--- config.mk ---
export PLATFORM = sky130hd
export DESIGN_NAME = freerun_timer
export DESIGN_NICKNAME = d
export VERILOG_FILES = /design/src/rtl/freerun_timer_pkg.sv /design/src/rtl/ft_prescaler.sv /design/src/rtl/ft_counter.sv /design/src/rtl/ft_regs.sv /design/src/rtl/freerun_timer.sv
export SDC_FILE = /design/constraint.sdc
export NUM_CORES = 1
export LEC_CHECK = 0
export CAP_MARGIN = 20
export CORE_MARGIN = 2
export CORE_UTILIZATION = 35
export CTS_CLUSTER_DIAMETER = 150
export CTS_CLUSTER_SIZE = 14
export DETAILED_ROUTE_END_ITERATION = 8
export PLACE_DENSITY_LB_ADDON = 0.15
export SLEW_MARGIN = 0
export SYNTH_ARGS = -nofsm -noshare
export SYNTH_HDL_FRONTEND = slang
export SYNTH_SLANG_ARGS = --single-unit
--- constraint.sdc ---
create_clock -name clk -period 2.4 [get_ports clk]
set_input_delay 0.36 -clock clk [delete_from_list [all_inputs] [get_ports clk]]
set_output_delay 0.36 -clock clk [all_outputs]
set_load 0.1 [all_outputs]
--- src/rtl/freerun_timer_pkg.sv ---
// Package for the prescaled free-running timer: register addresses,
// control register type and the control byte packing helper.
package freerun_timer_pkg;

    localparam logic [1:0] ADDR_CNT_HI = 2'd0;
    localparam logic [1:0] ADDR_CNT_LO = 2'd1;
    localparam logic [1:0] ADDR_CTRL   = 2'd2;
    localparam logic [1:0] ADDR_DIVSEL = 2'd3;

    typedef struct packed {
        logic run_en;     // byte bit 7
        logic wait_stop;  // byte bit 6
        logic frz_en;     // byte bit 5
        logic fast_clr;   // byte bit 4
        logic precise;    // byte bit 3
    } tmr_ctrl_t;

    // Pack control fields into the readable byte; low three bits read zero.
    function automatic logic [7:0] ctrl_to_byte(tmr_ctrl_t c);
        return {c.run_en, c.wait_stop, c.frz_en, c.fast_clr, c.precise, 3'b000};
    endfunction

endpackage

--- src/rtl/ft_prescaler.sv ---
// Free-running power-of-two prescaler.
// Assumes: SEL_W select bits choose a divide of 2^sel; the phase counter is
// 2^SEL_W-1 bits wide so every divide and the accumulator tick share one phase.
// Ticks are combinational from the phase and run_i.
module ft_prescaler #(
    parameter int SEL_W    = 3,
    parameter int ACC_LOG2 = 6
) (
    input  logic             clk,
    input  logic             rst_n,
    input  logic             run_i,
    input  logic [SEL_W-1:0] sel_i,
    output logic             tick_o,
    output logic             acc_tick_o
);
    localparam int PRE_W = (1 << SEL_W) - 1;

    logic [PRE_W-1:0] phase_q;
    logic [PRE_W-1:0] sel_mask;

    // Advance the phase on every running cycle.
    always_ff @(posedge clk) begin
        if (!rst_n)
            phase_q <= '0;
        else if (run_i)
            phase_q <= phase_q + 1'b1;
    end

    // Mask of the low phase bits that must all be one for a tick.
    always_comb begin
        sel_mask = ~({PRE_W{1'b1}} << sel_i);
    end

    // Tick outputs.
    always_comb begin
        tick_o     = run_i && ((phase_q & sel_mask) == sel_mask);
        acc_tick_o = run_i && (&phase_q[ACC_LOG2-1:0]);
    end

endmodule

--- src/rtl/ft_counter.sv ---
// Main up counter with byte loads and a registered wrap pulse.
// Assumes: CNT_W is 9..16 so the high byte load covers bits CNT_W-1:8;
// a load wins over an increment in the same cycle.
module ft_counter #(
    parameter int CNT_W = 16
) (
    input  logic             clk,
    input  logic             rst_n,
    input  logic             tick_i,
    input  logic             ld_hi_i,
    input  logic             ld_lo_i,
    input  logic [7:0]       ld_data_i,
    output logic [CNT_W-1:0] count_o,
    output logic             wrap_o
);
    localparam int HI_W = CNT_W - 8;

    logic [CNT_W-1:0] cnt_q;
    logic             wrap_q;

    // Load or increment the count.
    always_ff @(posedge clk) begin
        if (!rst_n)
            cnt_q <= '0;
        else if (ld_hi_i)
            cnt_q[CNT_W-1:8] <= ld_data_i[HI_W-1:0];
        else if (ld_lo_i)
            cnt_q[7:0] <= ld_data_i;
        else if (tick_i)
            cnt_q <= cnt_q + 1'b1;
    end

    // Flag the cycle in which the count has just wrapped to zero.
    always_ff @(posedge clk) begin
        if (!rst_n)
            wrap_q <= 1'b0;
        else
            wrap_q <= tick_i && !ld_hi_i && !ld_lo_i && (&cnt_q);
    end

    assign count_o = cnt_q;
    assign wrap_o  = wrap_q;

endmodule

--- src/rtl/ft_regs.sv ---
// Control and divide-select registers.
// Assumes: any control write locks the precision flag after applying it
// once; the divide select is writable at any time.
module ft_regs
    import freerun_timer_pkg::*;
#(
    parameter int SEL_W = 3
) (
    input  logic             clk,
    input  logic             rst_n,
    input  logic             wr_ctrl_i,
    input  logic             wr_sel_i,
    input  logic [7:0]       wdata_i,
    output tmr_ctrl_t        ctrl_o,
    output logic [SEL_W-1:0] sel_o,
    output logic             lock_o
);
    tmr_ctrl_t        ctrl_q;
    logic             lock_q;
    logic [SEL_W-1:0] sel_q;

    // Control fields; the precision flag only while unlocked.
    always_ff @(posedge clk) begin
        if (!rst_n) begin
            ctrl_q <= '0;
            lock_q <= 1'b0;
        end else if (wr_ctrl_i) begin
            ctrl_q.run_en    <= wdata_i[7];
            ctrl_q.wait_stop <= wdata_i[6];
            ctrl_q.frz_en    <= wdata_i[5];
            ctrl_q.fast_clr  <= wdata_i[4];
            if (!lock_q)
                ctrl_q.precise <= wdata_i[3];
            lock_q <= 1'b1;
        end
    end

    // Divide select.
    always_ff @(posedge clk) begin
        if (!rst_n)
            sel_q <= '0;
        else if (wr_sel_i)
            sel_q <= wdata_i[SEL_W-1:0];
    end

    assign ctrl_o = ctrl_q;
    assign sel_o  = sel_q;
    assign lock_o = lock_q;

    if (SEL_W < 8) begin : g_sel_unused
        logic unused_hi;
        assign unused_hi = ^wdata_i[7:SEL_W];
    end

endmodule

--- src/rtl/freerun_timer.sv ---
// Top of the prescaled free-running timer: bus decode, run gating,
// registered read mux, and the exported accumulator tick and stop.
// Assumes: CNT_W in 9..16, SEL_W <= 3 so the select fits the low byte bits.
module freerun_timer
    import freerun_timer_pkg::*;
#(
    parameter int CNT_W    = 16,
    parameter int SEL_W    = 3,
    parameter int ACC_LOG2 = 6
) (
    input  logic             clk,
    input  logic             rst_n,
    input  logic             test_mode_i,
    input  logic             wait_i,
    input  logic             freeze_i,
    input  logic [1:0]       bus_addr_i,
    input  logic             bus_wr_i,
    input  logic             bus_rd_i,
    input  logic [7:0]       bus_wdata_i,
    output logic [7:0]       bus_rdata_o,
    output logic [CNT_W-1:0] count_o,
    output logic             overflow_o,
    output logic             div64_tick_o,
    output logic             acc_stop_o
);
    tmr_ctrl_t        ctrl;
    logic [SEL_W-1:0] div_sel;
    logic             lock_w;
    logic             precise_w;
    logic             run_w;
    logic             pre_tick_w;
    logic             ld_hi, ld_lo, cnt_wr_w;
    logic             wr_ctrl, wr_sel;
    logic [7:0]       rd_mux;
    logic [7:0]       rdata_q;

    // Decode bus writes; count loads need test mode.
    always_comb begin
        ld_hi    = bus_wr_i && test_mode_i && (bus_addr_i == ADDR_CNT_HI);
        ld_lo    = bus_wr_i && test_mode_i && (bus_addr_i == ADDR_CNT_LO);
        cnt_wr_w = ld_hi || ld_lo;
        wr_ctrl  = bus_wr_i && (bus_addr_i == ADDR_CTRL);
        wr_sel   = bus_wr_i && (bus_addr_i == ADDR_DIVSEL);
    end

    // Timer runs when enabled and not stopped by wait or freeze.
    always_comb begin
        acc_stop_o = ctrl.wait_stop && wait_i;
        run_w      = ctrl.run_en && !acc_stop_o && !(ctrl.frz_en && freeze_i);
    end

    ft_regs #(.SEL_W(SEL_W)) u_regs (
        .clk       (clk),
        .rst_n     (rst_n),
        .wr_ctrl_i (wr_ctrl),
        .wr_sel_i  (wr_sel),
        .wdata_i   (bus_wdata_i),
        .ctrl_o    (ctrl),
        .sel_o     (div_sel),
        .lock_o    (lock_w)
    );

    ft_prescaler #(.SEL_W(SEL_W), .ACC_LOG2(ACC_LOG2)) u_pre (
        .clk        (clk),
        .rst_n      (rst_n),
        .run_i      (run_w),
        .sel_i      (div_sel),
        .tick_o     (pre_tick_w),
        .acc_tick_o (div64_tick_o)
    );

    ft_counter #(.CNT_W(CNT_W)) u_cnt (
        .clk       (clk),
        .rst_n     (rst_n),
        .tick_i    (pre_tick_w),
        .ld_hi_i   (ld_hi),
        .ld_lo_i   (ld_lo),
        .ld_data_i (bus_wdata_i),
        .count_o   (count_o),
        .wrap_o    (overflow_o)
    );

    assign precise_w = ctrl.precise;

    // Select the byte addressed by the bus.
    always_comb begin
        unique case (bus_addr_i)
            ADDR_CNT_HI: rd_mux = 8'(count_o >> 8);
            ADDR_CNT_LO: rd_mux = count_o[7:0];
            ADDR_CTRL:   rd_mux = ctrl_to_byte(ctrl);
            default:     rd_mux = 8'(div_sel);
        endcase
    end

    // Register read data on a read strobe.
    always_ff @(posedge clk) begin
        if (!rst_n)
            rdata_q <= '0;
        else if (bus_rd_i)
            rdata_q <= rd_mux;
    end

    assign bus_rdata_o = rdata_q;

endmodule

==> flow_summary.json <==
{
  "multi_input_area_mm2": 0.00140,
  "endpoint_kind": "primary output",
  "worstPathCellList": "clkdlybuf4s50_1 -> nand2_1 -> and3_1 -> nand4_1 -> inv_1 -> buf_12",
  "intPower_w": 0.00110,
  "portBuffers": 43,
  "track_usage_pct": 19.5,
  "drt_iter0_drc": 239,
  "power.density_mw_per_mm2": 535,
  "grt_max_degree": 29,
  "cap_violations": 0,
  "grt_overflow": 0,
  "start_util_pct": 36.2,
  "fin_skew_ns": 0.00971,
  "die_area_mm2": 0.00724,
  "grt_pass1_wl_um": 11300,
  "num_rows": 29,
  "cts.sinks": 41,
  "hold_ws_ns": 0.480,
  "pwr-share-clk_pct": 37.2,
  "grt_pass1_vias": 2135,
  "drc_errors": 0,
  "post_cts_resized": 0,
  "power_frac_comb_pct": 17.2,
  "critPathMaxFanout": 6,
  "power.leakage_nw": 1.20,
  "cts_root_buf": "clkbuf_8",
  "via_per_inst": 5.71,
  "crit_required_ns": 2.04,
  "wire_per_inst_um": 17.1,
  "routed_wirelength_um": 6820,
  "setup_tns_ns": 0,
  "p_switching_w": 0.000474,
  "clk_pin_slew_worst_paths_ns": 0.09,
  "max-slew-margin-rel_pct": 61.4,
  "vdd_drop_max_mv": 0.278,
  "first_pass_iters": 4,
  "hold_class": "reg2reg",
  "sw_frac_of_total_pct": 30.1,
  "die_y_um": 85.1,
  "die_w_um": 85.1,
  "synth_seq_area_share_pct": 35.7,
  "syn_nets": 292,
  "path_delay_family": "buffers and inverters",
  "syn_avg_cell_area_um2": 8.42,
  "ios": 44,
  "start_kind": "input pin",
  "synthArstFlopShare_pct": 0,
  "area_growth_pct": 28.1,
  "ys_ff_latch": 41,
  "htreeDepth": 2,
  "drive_gt1_share_pct": 18.3,
  "crit_arrival_ns": 1.69,
  "crit_buf_inv": 3,
  "regArea_um2": 822,
  "hold_viol_final": 0,
  "vias": 2277,
  "yosys.cell_types.count": 44,
  "worst-slew-pin-transition_ns": 0.577,
  "mostFrequentLayoutCells": "40 x dfxtp_1, 40 x buf_4, 29 x nand2_1",
  "ys_warn_count": 0,
  "cts_tree": "done",
  "fin_crit_ns": 2.05,
  "cts_buffer_depth": 2,
  "antenna_found_initial": 0,
  "period_share_pct": 85.3,
  "run_status": "finished, final reports clean",
  "rsz0062_at_grt": "false",
  "path_class": "in2out",
  "dp_hpwl_um": 5100,
  "p_seq_share_pct": 45.6,
  "core_area_mm2": 0.00635,
  "setup_viol": 0,
  "drtAntennaViolNets": 0,
  "fmax_mhz": 488,
  "cp_slowest_stage_delay_ns": 0.39,
  "ctsHoldBuffers": 0,
  "worstSkewPairLatency_ns": 0.30,
  "synth_edf_count": 0,
  "slew_violations": 0,
  "crit_path_top_delay_cell": "clkdlybuf4s50_1",
  "nets": 340,
  "synth_top_flop_cell": "dfxtp_1",
  "postSynthCellCount": 273,
  "cts_setup_buffers": 0,
  "diodes": 0,
  "syn_area_mm2": 0.00230,
  "fill_cells": 645,
  "place.gp.congestion": 0.927,
  "cts_buffers": 5
}
state kept, by name, indices dropped and copies added, names as in the netlist:
name           count
u_regs.sel_o       3
u_regs.ctrl_o      5
u_pre.phase_q      7
u_cnt.count_o     16
u_cnt.wrap_o       1
bus_rdata_o        8
u_regs.lock_o      1
worst register-to-register path: stages, from the launching register on:
cell and delay, ns:
dfxtp_1 0.46, nor2b_1 0.12, o221ai_4 0.28, nand4_4 0.26, or4_1 0.53, a211oi_1 0.25
power by group through the flow:
stage / Sequential [W] / Combinational [W] / Clock [W]
floorplan: 0.000815 / 0.0000974 / 0
global placement: 0.000734 / 0.000270 / 0
detailed placement: 0.000734 / 0.000270 / 0
CTS: 0.000718 / 0.000271 / 0.000595
global route: 0.000720 / 0.000289 / 0.000621
finish: 0.000718 / 0.000271 / 0.000587
metrics by stage:
step | setup WS [ns] | util, % | instance area (µm²) | cells | power [W]
detailed placement | 0.0895 | 44.6 | 2830 | 391 | 0.00100
finish | 0.353 | 46.4 | 2950 | 399 | 0.00158
global route | 0.221 | 46.4 | 2950 | 399 | 0.00163
global placement | 0.174 | 44.6 | 2830 | 391 | 0.00100
floorplan | 0.00431 | - | 2300 | 273 | 0.000912
CTS | 0.322 | 46.4 | 2950 | 399 | 0.00158
Yosys cell counts, types with 3 or more instances:
library cell,instances,share of area [%]
a21boi_0,3,0.98
or4_1,3,0.98
o211a_1,8,3.5
a31oi_1,5,1.4
nor2_1,14,2.3
a211oi_1,7,2.3
xnor2_1,6,2.3
mux2i_1,13,5.7
o211ai_1,12,3.9
o21ai_0,13,2.8
nand2_1,29,4.7
a22oi_1,3,0.98
and4_1,3,1.1
nor4_1,3,0.82
nor3_1,10,2.2
mux2_2,3,1.5
a21oi_1,7,1.5
inv_1,4,0.65
nand3_1,14,3.0
nand4_1,7,1.9
and3_1,5,1.4
and2_1,6,1.6
dfxtp_1,41,36
clkbuf_1,14,2.3
nor2b_1,12,3.3
or3_1,3,0.82
kinds of logic after synthesis:
family / count (synthesis) / share of synthesized area (%)
adder cells (fa/ha/maj): 2 / 1.09
buffers and inverters: 21 / 3.54
AO/OA/AOI/OAI: 70 / 22.8
XOR/XNOR: 6 / 2.29
AND/OR/NAND/NOR: 117 / 27.5
multiplexers: 16 / 7.13
flip-flops: 41 / 35.7
path summary, 6_finish.rpt:
check                                       from                 to  slack, ns  depth (start not counted)
worst max-delay path                      wait_i       div64_tick_o       0.35                          6
worst min-delay path               u_regs.lock_o      u_regs.lock_o       0.48                          2
worst max register to register  u_pre.phase_q[1]  u_cnt.count_o[14]       0.43                          5
worst min register to register     u_regs.lock_o      u_regs.lock_o       0.48                          2
area by class of cell:
type,instances,share of cell area [%]
clock inverter,3,1.57
tap,77,3.27
sequential,41,27.9
multi-input combinational,211,47.4
clock buffer,5,2.34
timing repair buffer,58,17.0
inverter,4,0.510
layer usage:
layer / routed length, µm / up-vias / GRT usage [%]
li1: - / 1117 / -
met1: 3280 / 1079 / 27.7
met2: 3080 / 72 / 31.0
met3: 369 / 9 / 3.02
met4: 94 / 0 / 4.76
met5: 0 / - / 0
Power figures use the tool's default switching activity.
